## src/rtl/cfgseq_pkg.sv

```systemverilog
package cfgseq_pkg;

  typedef enum logic [2:0] {
    ST_CLEAR = 3'd0,  // repeated sweeps while request is low
    ST_FINAL = 3'd1,  // one full sweep after release
    ST_HOLD  = 3'd2,  // wait for init line to read high
    ST_MWAIT = 3'd3,  // master settling interval
    ST_DONE  = 3'd4   // ready to load
  } seq_state_t;

  localparam int MASTER_BIT = 0;

  function automatic logic is_clearing(input seq_state_t s);
    return (s == ST_CLEAR) || (s == ST_FINAL);
  endfunction

endpackage

```

## src/rtl/cfgseq_addr_ctr.sv

```systemverilog
module cfgseq_addr_ctr #(
  parameter int DEPTH = 1024,
  localparam int AW = $clog2(DEPTH)
) (
  input  logic          clk,
  input  logic          rst,
  input  logic          restart,
  input  logic          step,
  output logic [AW-1:0] addr,
  output logic          at_last
);

  localparam logic [AW-1:0] LAST = AW'(DEPTH - 1);

  assign at_last = (addr == LAST);

  always_ff @(posedge clk) begin
    if (rst || restart) begin
      addr <= '0;
    end else if (step) begin
      addr <= at_last ? '0 : addr + 1'b1;
    end
  end

endmodule

```

## src/rtl/cfgseq_wait_ctr.sv

```systemverilog
module cfgseq_wait_ctr #(
  parameter int CYCLES = 50000,
  localparam int CW = $clog2(CYCLES + 1)
) (
  input  logic clk,
  input  logic rst,
  input  logic load,
  input  logic run,
  output logic expired
);

  logic [CW-1:0] cnt;

  assign expired = (cnt == '0);

  always_ff @(posedge clk) begin
    if (rst) begin
      cnt <= '0;
    end else if (load) begin
      cnt <= CW'(CYCLES - 1);
    end else if (run && !expired) begin
      cnt <= cnt - 1'b1;
    end
  end

endmodule

```

## src/rtl/cfg_start_seq.sv

```systemverilog
module cfg_start_seq #(
  parameter int DEPTH   = 1024,
  parameter int MODE_W  = 3,
  parameter int CLK_HZ  = 200_000_000,
  parameter int WAIT_US = 250,
  localparam int AW       = $clog2(DEPTH),
  localparam int RAW_WAIT = (CLK_HZ / 1_000_000) * WAIT_US,
  localparam int WAIT_CYC = (RAW_WAIT < 1) ? 1 : RAW_WAIT
) (
  input  logic              clk,
  input  logic              rst,
  input  logic              prog_req_n,
  input  logic              init_sense,
  input  logic [MODE_W-1:0] mode_sel,
  output logic              init_pull_low,
  output logic              clr_we,
  output logic [AW-1:0]     clr_addr,
  output logic [MODE_W-1:0] mode_q,
  output logic              cfg_ready,
  output logic              cfg_start
);

  import cfgseq_pkg::*;

  seq_state_t st, nxt;
  logic restart, step, at_last;
  logic t_load, t_expired, capture;
  logic want_master;

  assign want_master = (mode_sel[MASTER_BIT] == 1'b0);

  cfgseq_addr_ctr #(.DEPTH(DEPTH)) u_addr (
    .clk     (clk),
    .rst     (rst),
    .restart (restart),
    .step    (step),
    .addr    (clr_addr),
    .at_last (at_last)
  );

  cfgseq_wait_ctr #(.CYCLES(WAIT_CYC)) u_wait (
    .clk     (clk),
    .rst     (rst),
    .load    (t_load),
    .run     (st == ST_MWAIT),
    .expired (t_expired)
  );

  always_comb begin
    nxt     = st;
    restart = 1'b0;
    step    = 1'b0;
    t_load  = 1'b0;
    capture = 1'b0;
    if (!prog_req_n) begin
      nxt     = ST_CLEAR;
      restart = (st != ST_CLEAR);
      step    = (st == ST_CLEAR);
    end else begin
      case (st)
        ST_CLEAR: begin
          nxt     = ST_FINAL;
          restart = 1'b1;
        end
        ST_FINAL: begin
          step = 1'b1;
          if (at_last) nxt = ST_HOLD;
        end
        ST_HOLD: begin
          if (init_sense) begin
            capture = 1'b1;
            t_load  = want_master;
            nxt     = want_master ? ST_MWAIT : ST_DONE;
          end
        end
        ST_MWAIT: begin
          if (t_expired) nxt = ST_DONE;
        end
        ST_DONE: nxt = ST_DONE;
        default: nxt = ST_CLEAR;
      endcase
    end
  end

  always_ff @(posedge clk) begin
    if (rst) begin
      st            <= ST_CLEAR;
      init_pull_low <= 1'b1;
      clr_we        <= 1'b1;
      cfg_start     <= 1'b0;
      cfg_ready     <= 1'b0;
      mode_q        <= '0;
    end else begin
      st            <= nxt;
      init_pull_low <= is_clearing(nxt);
      clr_we        <= is_clearing(nxt);
      cfg_start     <= (nxt == ST_DONE) && (st != ST_DONE);
      cfg_ready     <= (nxt == ST_DONE);
      if (capture) mode_q <= mode_sel;
    end
  end

endmodule

```

## config.mk

```make
export PLATFORM = sky130hd
export DESIGN_NAME = cfg_start_seq
export DESIGN_NICKNAME = d
export VERILOG_FILES = /design/src/rtl/cfgseq_pkg.sv /design/src/rtl/cfgseq_addr_ctr.sv /design/src/rtl/cfgseq_wait_ctr.sv /design/src/rtl/cfg_start_seq.sv
export SDC_FILE = /design/constraint.sdc
export NUM_CORES = 1
export LEC_CHECK = 0
export ABC_AREA = 1
export BUFFER_PORTS_ARGS = -buffer_cell sky130_fd_sc_hd__buf_4
export CORE_ASPECT_RATIO = 0.75
export CORE_MARGIN = 5
export CORE_UTILIZATION = 53
export DETAILED_ROUTE_END_ITERATION = 10
export GPL_ROUTABILITY_DRIVEN = 0
export GPL_TIMING_DRIVEN = 1
export MAX_ROUTING_LAYER = met4
export PLACE_DENSITY = 0.79
export SLEW_MARGIN = 10
export SYNTH_ARGS = -nofsm -noshare
export SYNTH_HDL_FRONTEND = slang
export SYNTH_HIERARCHICAL = 1
export SYNTH_SLANG_ARGS = --single-unit
```

## constraint.sdc

```tcl
create_clock -name clk -period 4.1 [get_ports clk]
set_input_delay 0.82 -clock clk [delete_from_list [all_inputs] [get_ports clk]]
set_output_delay 0.82 -clock clk [all_outputs]
set_load 0.005 [all_outputs]
```

==> results of run 1 <==
-- sequential cells by signal, summed over array words and instances (netlist names) --
register,flops
st,3
u_wait/cnt,16
clr_we,1
u_addr/addr,10
cfg_ready,1
cfg_start,1
mode_q,3
-- through the flow --
stage | hold slack (ns) | std cells
finish | 0.456 | 392
floorplan | 0.437 | 313
CTS | 0.460 | 392
global placement | 0.446 | 384
detailed placement | 0.449 | 384
global route | 0.475 | 392
-- synthesized netlist by cell type --
master	count	share of area
nand2_1	73	0.13
nor2_1	57	0.10
inv_1	49	0.090
dfxtp_1	35	0.34
nand3_1	25	0.061
a21oi_1	10	0.025
nor2_2	8	0.025
nand2_2	6	0.018
nand3b_1	5	0.018
o21ai_0	5	0.012
nor3_1	4	0.0098
o21ai_1	4	0.0098
xor2_1	4	0.017
a21oi_2	3	0.013
nor2_4	3	0.017
ha_1	2	0.012
inv_2	2	0.0037
nand2_4	2	0.011
nand3_2	2	0.0098
xnor2_1	2	0.0086
buf_12	1	0.0098
buf_2	1	0.0025
buf_4	1	0.0037
clkbuf_1	1	0.0018
nand2_8	1	0.0098
nand4_1	1	0.0031
nand4_2	1	0.0061
nor3_2	1	0.0049
nor4_1	1	0.0031
o21bai_2	1	0.0055
or2_0	1	0.0031
or2_1	1	0.0031
-- routing by layer --
layer | GRT usage | wire, microns | part of all wire
met1 | 0.268 | 2360 | 0.54
met3 | 0.0534 | 198 | 0.045
met2 | 0.251 | 1790 | 0.41
met4 | 0.0498 | 15 | 0.0034
met5 | - | 0 | 0
-- power by group --
group          total (mW)  internal (mW)  switching, mW
sequential          0.344          0.341        0.00223
clock               0.239          0.119          0.120
combinational      0.0294         0.0107         0.0187
total               0.612          0.471          0.141
-- final timing paths --
check | to | start | slack, ns | cells after the start
max | u_addr/addr[5] | st[0] | 1.96 | 8
min | mode_q[0] | mode_q[0] | 0.46 | 2
max reg2reg | u_addr/addr[5] | st[0] | 1.96 | 8
min reg2reg | mode_q[0] | mode_q[0] | 0.46 | 2
-- tightest hold or removal path, cell delays in order, from the launching register on --
cell	delay (ns)
dfxtp_1	0.32
inv_1	0.05
a21oi_1	0.05
-- placed cells by master (no fill, tap or decap) --
| master | n |
|---|---|
| nand2_8 | 1 |
| nand4_2 | 1 |
| nand2_2 | 6 |
| o21ai_1 | 4 |
| a21oi_1 | 10 |
| xor2_1 | 4 |
| or2_1 | 1 |
| clkbuf_8 | 5 |
| xnor2_1 | 2 |
| nor3_2 | 1 |
| nand3b_1 | 5 |
| clkinv_2 | 1 |
| clkbuf_1 | 2 |
| nor3_1 | 4 |
| dfxtp_1 | 35 |
| nor4_1 | 1 |
| o21bai_2 | 1 |
| nor2_4 | 3 |
| a21oi_2 | 3 |
| nand2_1 | 73 |
| o21ai_0 | 5 |
| nand2_4 | 2 |
| nand4_1 | 1 |
| ha_1 | 2 |
| buf_4 | 23 |
| or2_0 | 1 |
| inv_2 | 2 |
| nor2_1 | 57 |
| inv_1 | 49 |
| nor2_2 | 8 |
| nand3_2 | 2 |
| nand3_1 | 25 |
-- cell families (layout without fill, tap and decap cells) --
family          after synthesis  in the layout
compound gates               23             23
xor+xnor                      6              6
fa+ha+maj                     2              2
buf+inv                      55             82
flops                        35             35
simple gates                192            192
-- area by class of cell --
class | instances | area [sq um]
fillers | 356 | 1360
multi-input cells | 223 | 1110
flip-flops and latches | 35 | 701
inverters | 51 | 191
repair buffers | 23 | 173
clock buffers | 7 | 76.3
well taps | 52 | 65.1
clock inverters | 1 | 5.00
==> summary.md, run 1 <==
| Metric | Value |
|---|---|
| Run status | completed |
| TritonCTS clock tree | done |
| Synth cell types | 32 |
| Complex-gate fraction of the synthesized area | 0.0650 |
| Vias per inst | 4.81 |
| Worst setup margin | 1.96 ns |
| Hold crit path type | reg -> reg |
| Worst-path clk slew | 0.07 ns |
| CTS Hold Bufs | 0 |
| WP data arrival | 2.32 ns |
| Clk sinks | 35 |
| Max cap viols | 0 |
| Die area | 5200 sq um |
| Post-Syn Area per Cell | 6.52 sq um |
| # H-tree levels | 2 |
| Main combinational cell family by area after synthesis | simple AND/OR/NAND/NOR gates |
| Delay-heaviest family, CP | simple AND/OR/NAND/NOR gates |
| Simple-Gate Fraction of Synth Area | 0.442 |
| Initial antenna violation count | 0 |
| Seq/Total Area, Yosys | 0.343 |
| CTS max path bufs | 2 |
| Drt pass-1 iters | 4 |
| Area grow syn2layout | 13.9% |
| Buffer and inverter count on the worst path | 1 |
| Power, Total | 0.612 mW |
| Worst path slowest cell | o21ai_0 |
| Routed wire per std cell | 11.1 microns |
| Total of warnings raised by yosys | 6 |
| Gate Count Post-Synth | 313 |
| WS Path Type | reg -> reg |
| Post-Syn Area | 2040 sq um |
| Max incr delay on CP | 0.53 ns |
| RSZ-0062 raised after global routing | no |
| Port Buffers | 23 |
| Max IR drop VDD | 0.171 mV |
| Share of layout cells above drive strength 1 | 0.174 |
| Crit start category | flop |
| Measured slew at the worst slew-check pin | 0.622 ns |
| Relative max-transition margin | 0.581 |
| Period utilisation layout | 0.523 |
| Die X-Extent | 81.7 microns |
| Total grt overflow | 0 |
| Starting Density | 0.554 |
| Clock Root Buffer | clkbuf_8 |
| Worst path cell trace | nor2_1, nand2_1, o21ai_0, nand3_1, nor2_2, a21oi_2, inv_1, nor2_1 |
| Post-CTS sizing | 0 |
| Final-report hold violation count | 0 |
| Worst-Skew Late Latency | 0.28 ns |
| Critical path capture point type | flop |
| Syn Nets | 322 |
| Fmax | 466 MHz |
| Post-Synth Adder-Cell Area | 0.0123 |
| Vias post-DR | 1886 |
| Core Area | 3680 sq um |
| Fin area | 2320 sq um |
| Final min period | 2.14 ns |
| Synth Area in XOR/XNOR | 0.0258 |
| Detailed Route Iter0 Violations | 128 |
| Worst slack at placement | 1.79 ns |
| Die Y-Extent | 63.7 microns |
| Mux share of post-synthesis cell area | 0 |
| Final setup fails | 0 |
| Post-CTS Setup Bufs | 0 |
| #FFs+latches synth | 35 |
| Post-DP Area | 2240 sq um |
| FP Rows | 19 |
| Worst-path fanout max | 6 |
| GR Util All Layers | 0.186 |
| Num CTS Buffers | 5 |
| Overall routed net length | 4.36 mm |
| Most frequent CP cell | nor2_1 |
| Largest net degree at the start of global routing | 20 |
| Worst EP required | 4.27 ns |
| Worst Clk Skew | 0.00430 ns |
| Global-route wire length before repair | 7.56 mm |
| Hpwl dp | 3.33 mm |
| Max Transition Viols Final | 0 |
| DRT antenna net count | 0 |
| DRC viols | 0 |
| I/O Pins | 24 |
| Total negative slack | 0 ns |
| # diodes | 0 |
| PwrDens | 263 nW/um^2 |
| Pleak | 1.17 nW |
| Vias in the first global route | 1711 |
| Final net count | 348 |
| Finished Core Util | 0.631 |
No activity file was read; power rests on OpenSTA's default activity.
==> inputs of run 2 (changes only) <==
==> constraint.sdc (replaced) <==
create_clock -name clk -period 2.16 [get_ports clk]
set_input_delay 0.432 -clock clk [delete_from_list [all_inputs] [get_ports clk]]
set_output_delay 0.432 -clock clk [all_outputs]
set_load 0.005 [all_outputs]
==> run 2 against run 1 <==
Fmax up 23%. Combinational power up 95%. Worst hold slack worse by 0.086 ns. Non-clock buffer count up 2.
==> summary.md, run 2 (synthesized netlist as in run 1, its figures left out) <==
| Metric | Value |
|---|---|
| Drt pass-1 iters | 4 (unchanged) |
| Die X-Extent | 81.7 microns (unchanged) |
| WP data arrival | 1.93 ns (-0.39 ns) |
| Largest net degree at the start of global routing | 20 (unchanged) |
| Worst path slowest cell | dfxtp_1 |
| Vias per inst | 4.86 (+1.1%) |
| Largest register FFs | 16 (unchanged) |
| CTS Hold Bufs | 0 (unchanged) |
| Worst Clk Skew | 0.00167 ns (-0.00263 ns) |
| Clock Root Buffer | clkbuf_8 |
| Hpwl dp | 3.25 mm (-2.2%) |
| Initial antenna violation count | 0 (unchanged) |
| Port Buffers | 23 (unchanged) |
| Max IR drop VDD | 0.363 mV (+110%) |
| Post-CTS Setup Bufs | 0 (unchanged) |
| I/O Pins | 24 (unchanged) |
| Period utilisation layout | 0.810 (+0.287) |
| Critical path capture point type | flop |
| Core Area | 3680 sq um (unchanged) |
| Overall routed net length | 4.34 mm (-0.44%) |
| DRC viols | 0 (unchanged) |
| CTS max path bufs | 2 (unchanged) |
| Most common cell after layout, fill and taps aside | nand2_1 |
| Pleak | 1.20 nW (+2.5%) |
| RSZ-0062 raised after global routing | no |
| Most frequent cells in the layout | 73 x nand2_1, 57 x nor2_1, 49 x inv_1 |
| Final min period | 1.75 ns (-0.395 ns) |
| Routed wire per std cell | 11.0 microns (-0.94%) |
| Die area | 5200 sq um (unchanged) |
| Die Y-Extent | 63.7 microns (unchanged) |
| WS Path Type | reg -> reg |
| GR Util All Layers | 0.182 (-0.00338) |
| Relative max-transition margin | 0.663 (+0.0821) |
| Biggest regs | u_wait/cnt x16, u_addr/addr x10 |
| Worst-path clk slew | 0.07 ns (about the same) |
| Num CTS Buffers | 5 (unchanged) |
| Worst-path fanout max | 6 (unchanged) |
| Post-CTS sizing | 0 (unchanged) |
| FP Rows | 19 (unchanged) |
| Detailed Route Iter0 Violations | 121 (-5.5%) |
| Worst EP required | 2.34 ns (-1.93 ns) |
| Share of layout cells above drive strength 1 | 0.184 (+0.0107) |
| Worst path cell trace | nor2_1, nand2_1, o21ai_0, buf_4, nand3_1, nor2_2, a21oi_2, inv_1, nor2_1 |
| Vias post-DR | 1916 (+1.6%) |
| Final setup fails | 0 (unchanged) |
| Starting Density | 0.554 (unchanged) |
| TritonCTS clock tree | done |
| Finished Core Util | 0.644 (+0.0139) |
| Hold crit path type | in -> reg |
| Power, Total | 1.32 mW (+120%) |
| Fmax | 572 MHz (+23%) |
| PwrDens | 557 nW/um^2 (+110%) |
| Max incr delay on CP | 0.37 ns (-0.16 ns) |
| Run status | completed |
| DRT antenna net count | 0 (unchanged) |
| Final net count | 350 (+0.57%) |
| Most frequent CP cell | nor2_1 |
| Area grow syn2layout | 16.4% |
| Measured slew at the worst slew-check pin | 0.505 ns (-0.117 ns) |
| Total grt overflow | 0 (unchanged) |
| # diodes | 0 (unchanged) |
| Fin cells | 394 (+0.51%) |
| Final-report hold violation count | 0 (unchanged) |
| Total negative slack | 0 ns (unchanged) |
| Crit start category | flop |
| Largest Register | u_wait/cnt |
| Clk sinks | 35 (unchanged) |
| Max Transition Viols Final | 0 (unchanged) |
| Placed cell count | 386 (+0.52%) |
| Vias in the first global route | 1692 (-1.1%) |
| Hold_ws | 0.370 ns (-0.0857 ns) |
| Global-route wire length before repair | 7.36 mm (-2.6%) |
| # H-tree levels | 2 (unchanged) |
| Worst-Skew Late Latency | 0.28 ns (about the same) |
| Max cap viols | 0 (unchanged) |
run 2: routing by layer:
metal  GRT usage  share of wire
met5           -              0
met1       0.259           0.52
met2       0.261           0.41
met3      0.0393          0.059
met4      0.0498         0.0088
run 2: worst paths after layout:
path	start	to	slack [ns]	cells past startpoint
worst min-delay path	mode_sel[1]	mode_q[1]	0.37	3
worst min register to register	mode_q[0]	mode_q[0]	0.46	2
worst max-delay path	st[0]	u_addr/addr[5]	0.41	9
worst max register to register	st[0]	u_addr/addr[5]	0.41	9
run 2: area by class of cell:
class / count / area, sq um
multi-input combinational: 223 / 1110
clock inverter: 2 / 35.0
fill: 351 / 1310
timing repair buffer: 25 / 188
clock buffer: 6 / 82.6
tap: 52 / 65.1
sequential: 35 / 701
inverter: 51 / 191
run 2: per-stage QoR:
step	setup slack, ns	cell area, sq um
finish	0.410	2370
global route	0.269	2370
CTS	0.435	2370
detailed placement	0.460	2260
global placement	0.488	2260
floorplan	0.442	2040
run 2: worst max-delay path: cells and delay by family (launching register included):
kind                   cells  cell delay (ns)
DFF                        1             0.37
buffers and inverters      2             0.26
AOI/OAI and AO/OA          2             0.26
and+or+nand+nor            5             0.75
run 2: report_power, final:
group | internal [mW] | switching, mW
logic | 0.0221 | 0.0352
registers | 0.648 | 0.00427
clock network | 0.373 | 0.240
==> inputs of run 3 (changes only) <==
--- a/config.mk
+++ b/config.mk
@@ -9,12 +9,12 @@
 export BUFFER_PORTS_ARGS = -buffer_cell sky130_fd_sc_hd__buf_4
 export CORE_ASPECT_RATIO = 0.75
 export CORE_MARGIN = 5
-export CORE_UTILIZATION = 53
+export CORE_UTILIZATION = 52
 export DETAILED_ROUTE_END_ITERATION = 10
 export GPL_ROUTABILITY_DRIVEN = 0
 export GPL_TIMING_DRIVEN = 1
 export MAX_ROUTING_LAYER = met4
-export PLACE_DENSITY = 0.79
+export PLACE_DENSITY = 0.8
 export SLEW_MARGIN = 10
 export SYNTH_ARGS = -nofsm -noshare
 export SYNTH_HDL_FRONTEND = slang
==> constraint.sdc (replaced) <==
create_clock -name clk -period 1.55 [get_ports clk]
set_input_delay 0.31 -clock clk [delete_from_list [all_inputs] [get_ports clk]]
set_output_delay 0.31 -clock clk [all_outputs]
set_load 0.005 [all_outputs]
==> run 3 against run 2 <==
Power increased by 31%. Register-to-register slack got worse by 0.36 ns. Utilization increased by 7.1 points. Via count increased by 8.6%. Critical endpoint is now u_wait/cnt[14]. First-iteration DRC count increased by 17%.
==> summary.md, run 3 (synthesized netlist as in run 1, its figures left out) <==
| Metric | Value |
|---|---|
| Worst EP required | 1.76 ns (-0.58 ns) |
| Final setup fails | 0 (unchanged) |
| Most common cell after layout, fill and taps aside | nand2_1 |
| Routed wire per std cell | 12.4 microns (+13%) |
| Num CTS Buffers | 5 (unchanged) |
| Vias in the first global route | 1741 (+2.9%) |
| Delay-heaviest family, CP | simple AND/OR/NAND/NOR gates |
| Die area | 5290 sq um (+1.6%) |
| I/O Pins | 24 (unchanged) |
| Worst-path clk slew | 0.08 ns (about the same) |
| Crit start category | flop |
| Initial antenna violation count | 0 (unchanged) |
| Die X-Extent | 82.3 microns (+0.84%) |
| Biggest regs | u_wait/cnt x16, u_addr/addr x10 |
| Most frequent cells in the layout | 71 x nand2_1, 50 x nor2_1, 45 x inv_1 |
| Die Y-Extent | 64.3 microns (+0.80%) |
| Final net count | 374 (+6.9%) |
| Max IR drop VDD | 0.663 mV (+83%) |
| Worst-path fanout max | 5 (-1) |
| Reg2reg setup slack | 0.05 ns (-0.36 ns) |
| TritonCTS clock tree | done |
| Sequential Area | 713 sq um (+1.8%) |
| CTS max path bufs | 2 (unchanged) |
| Relative max-transition margin | 0.787 (+0.124) |
| Period utilisation layout | 0.970 (+0.160) |
| Buffer and inverter count on the worst path | 5 (+3) |
| Clock Root Buffer | clkbuf_8 |
| CP endpoint | u_wait/cnt[14] |
| WS Path Type | reg -> reg |
| Worst path cell trace | inv_4, nand3_2, nor2_4, nand2_2, inv_2, clkinvlp_4, buf_12, nand3_1, nand3_1, nand2_1, inv_1 |
| Reg2reg path depth | 11 (+2) |
| WP depth | 11 (+2) |
| Most frequent CP cell | nand3_1 |
| Max incr delay on CP | 0.37 ns (about the same) |
| Final-report hold violation count | 0 (unchanged) |
| Area grow syn2layout | 30.9% |
| Run status | completed |
| Starting Density | 0.547 (-0.00706) |
| Detailed Route Iter0 Violations | 141 (+17%) |
| DRC viols | 0 (unchanged) |
| # diodes | 0 (unchanged) |
| Worst-Skew Late Latency | 0.30 ns (+0.02 ns) |
| Hpwl dp | 3.59 mm (+10%) |
| Fin cells | 418 (+6.1%) |
| Hold crit path type | in -> reg |
| Vias per inst | 4.98 (+2.4%) |
| Overall routed net length | 5.20 mm (+20%) |
| Port Buffers | 23 (unchanged) |
| DRT antenna net count | 0 (unchanged) |
| Pleak | 1.35 nW (+13%) |
| Worst Clk Skew | 0.0116 ns (+0.00994 ns) |
| Max cap viols | 0 (unchanged) |
| FP Rows | 19 (unchanged) |
| Worst path slowest cell | dfxtp_4 |
| Reg2reg start | st[0] |
| Largest Register | u_wait/cnt |
| Fmax | 665 MHz (+16%) |
| Largest net degree at the start of global routing | 20 (unchanged) |
| Measured slew at the worst slew-check pin | 0.320 ns (-0.185 ns) |
| # H-tree levels | 2 (unchanged) |
| Vias post-DR | 2081 (+8.6%) |
| Share of layout cells above drive strength 1 | 0.298 (+0.114) |
| CTS Hold Bufs | 0 (unchanged) |
| GR Util All Layers | 0.207 (+0.0251) |
| Fillers | 318 (-9.4%) |
| PwrDens | 650 nW/um^2 (+17%) |
| RR Endpoint | u_wait/cnt[14] |
| Fin area | 2670 sq um (+12%) |
| RSZ-0062 raised after global routing | yes |
| Clk sinks | 35 (unchanged) |
| Placed cell count | 399 (+3.4%) |
| Largest register FFs | 16 (unchanged) |
| Max Transition Viols Final | 0 (unchanged) |
| Drt pass-1 iters | 4 (unchanged) |
| Global-route wire length before repair | 8.14 mm (+11%) |
| Multi-input logic area | 1210 sq um (+8.5%) |
| Critical path origin | st[0] |
| Final min period | 1.50 ns (-0.245 ns) |
| Total negative slack | 0 ns (unchanged) |
| Post-DP Area | 2350 sq um (+4.3%) |
| Total grt overflow | 0 (unchanged) |
| WP data arrival | 1.71 ns (-0.22 ns) |
| Critical path capture point type | flop |
| Core Area | 3730 sq um (+1.3%) |
[run 3: cell type report]
class,count,share of cell area
clock buffers,6,0.0309
well taps,52,0.0244
flip-flops and latches,35,0.267
clock inverters,2,0.00609
inverters,51,0.0749
repair buffers,48,0.145
multi-input cells,224,0.452
[run 3: worst min-delay path by stage]
stage           startpoint            end  cells after the start
6_report       mode_sel[1]      mode_q[1]                      3
4_1_cts        mode_sel[1]      mode_q[1]                      3
3_5_place_dp     mode_q[0]      mode_q[0]                      2
3_3_place_gp     mode_q[0]      mode_q[0]                      2
2_1_floorplan          rst  u_wait/cnt[3]                      1
5_1_grt                rst  u_wait/cnt[3]                      2
[run 3: worst reg2reg max path, cell delays in order, from the launching register on]
cell	delay [ns]
dfxtp_4	0.37
inv_4	0.07
nand3_2	0.09
nor2_4	0.14
nand2_2	0.09
inv_2	0.10
clkinvlp_4	0.12
buf_12	0.15
nand3_1	0.08
nand3_1	0.09
nand2_1	0.07
inv_1	0.04
[run 3: repair_timing]
action	in CTS	in global routing
pin swaps	0	5
setup buffers	4	6
gates resized for setup	4	30
setup endpoints to repair	10	29
gates cloned	0	1
[run 3: per-stage QoR]
step | power [mW] | util | hold slack, ns | setup WS, ns
after floorplan | 0.972 | - | 0.372 | 0.00286
after global placement | 1.02 | 0.631 | 0.431 | 0.00124
after detailed placement | 1.02 | 0.631 | 0.458 | -0.0725
after CTS | 1.73 | 0.671 | 0.227 | 0.0149
after global routing | 1.82 | 0.716 | 0.229 | -0.0819
final | 1.74 | 0.716 | 0.222 | 0.0457
[run 3: report_power, final]
group	internal (mW)	switching [mW]	total [mW]
clock network	0.363	0.366	0.729
logic	0.0447	0.0578	0.103
registers	0.899	0.00695	0.906
total	1.31	0.431	1.74
[run 3: routing by layer]
layer  vias to the layer above  global-route usage  part of all wire
li1                       1066                   -                 -
met1                       949               0.293              0.48
met4                         0              0.0498            0.0062
met2                        62               0.286              0.45
met5                         -                   -                 0
met3                         4              0.0632             0.067
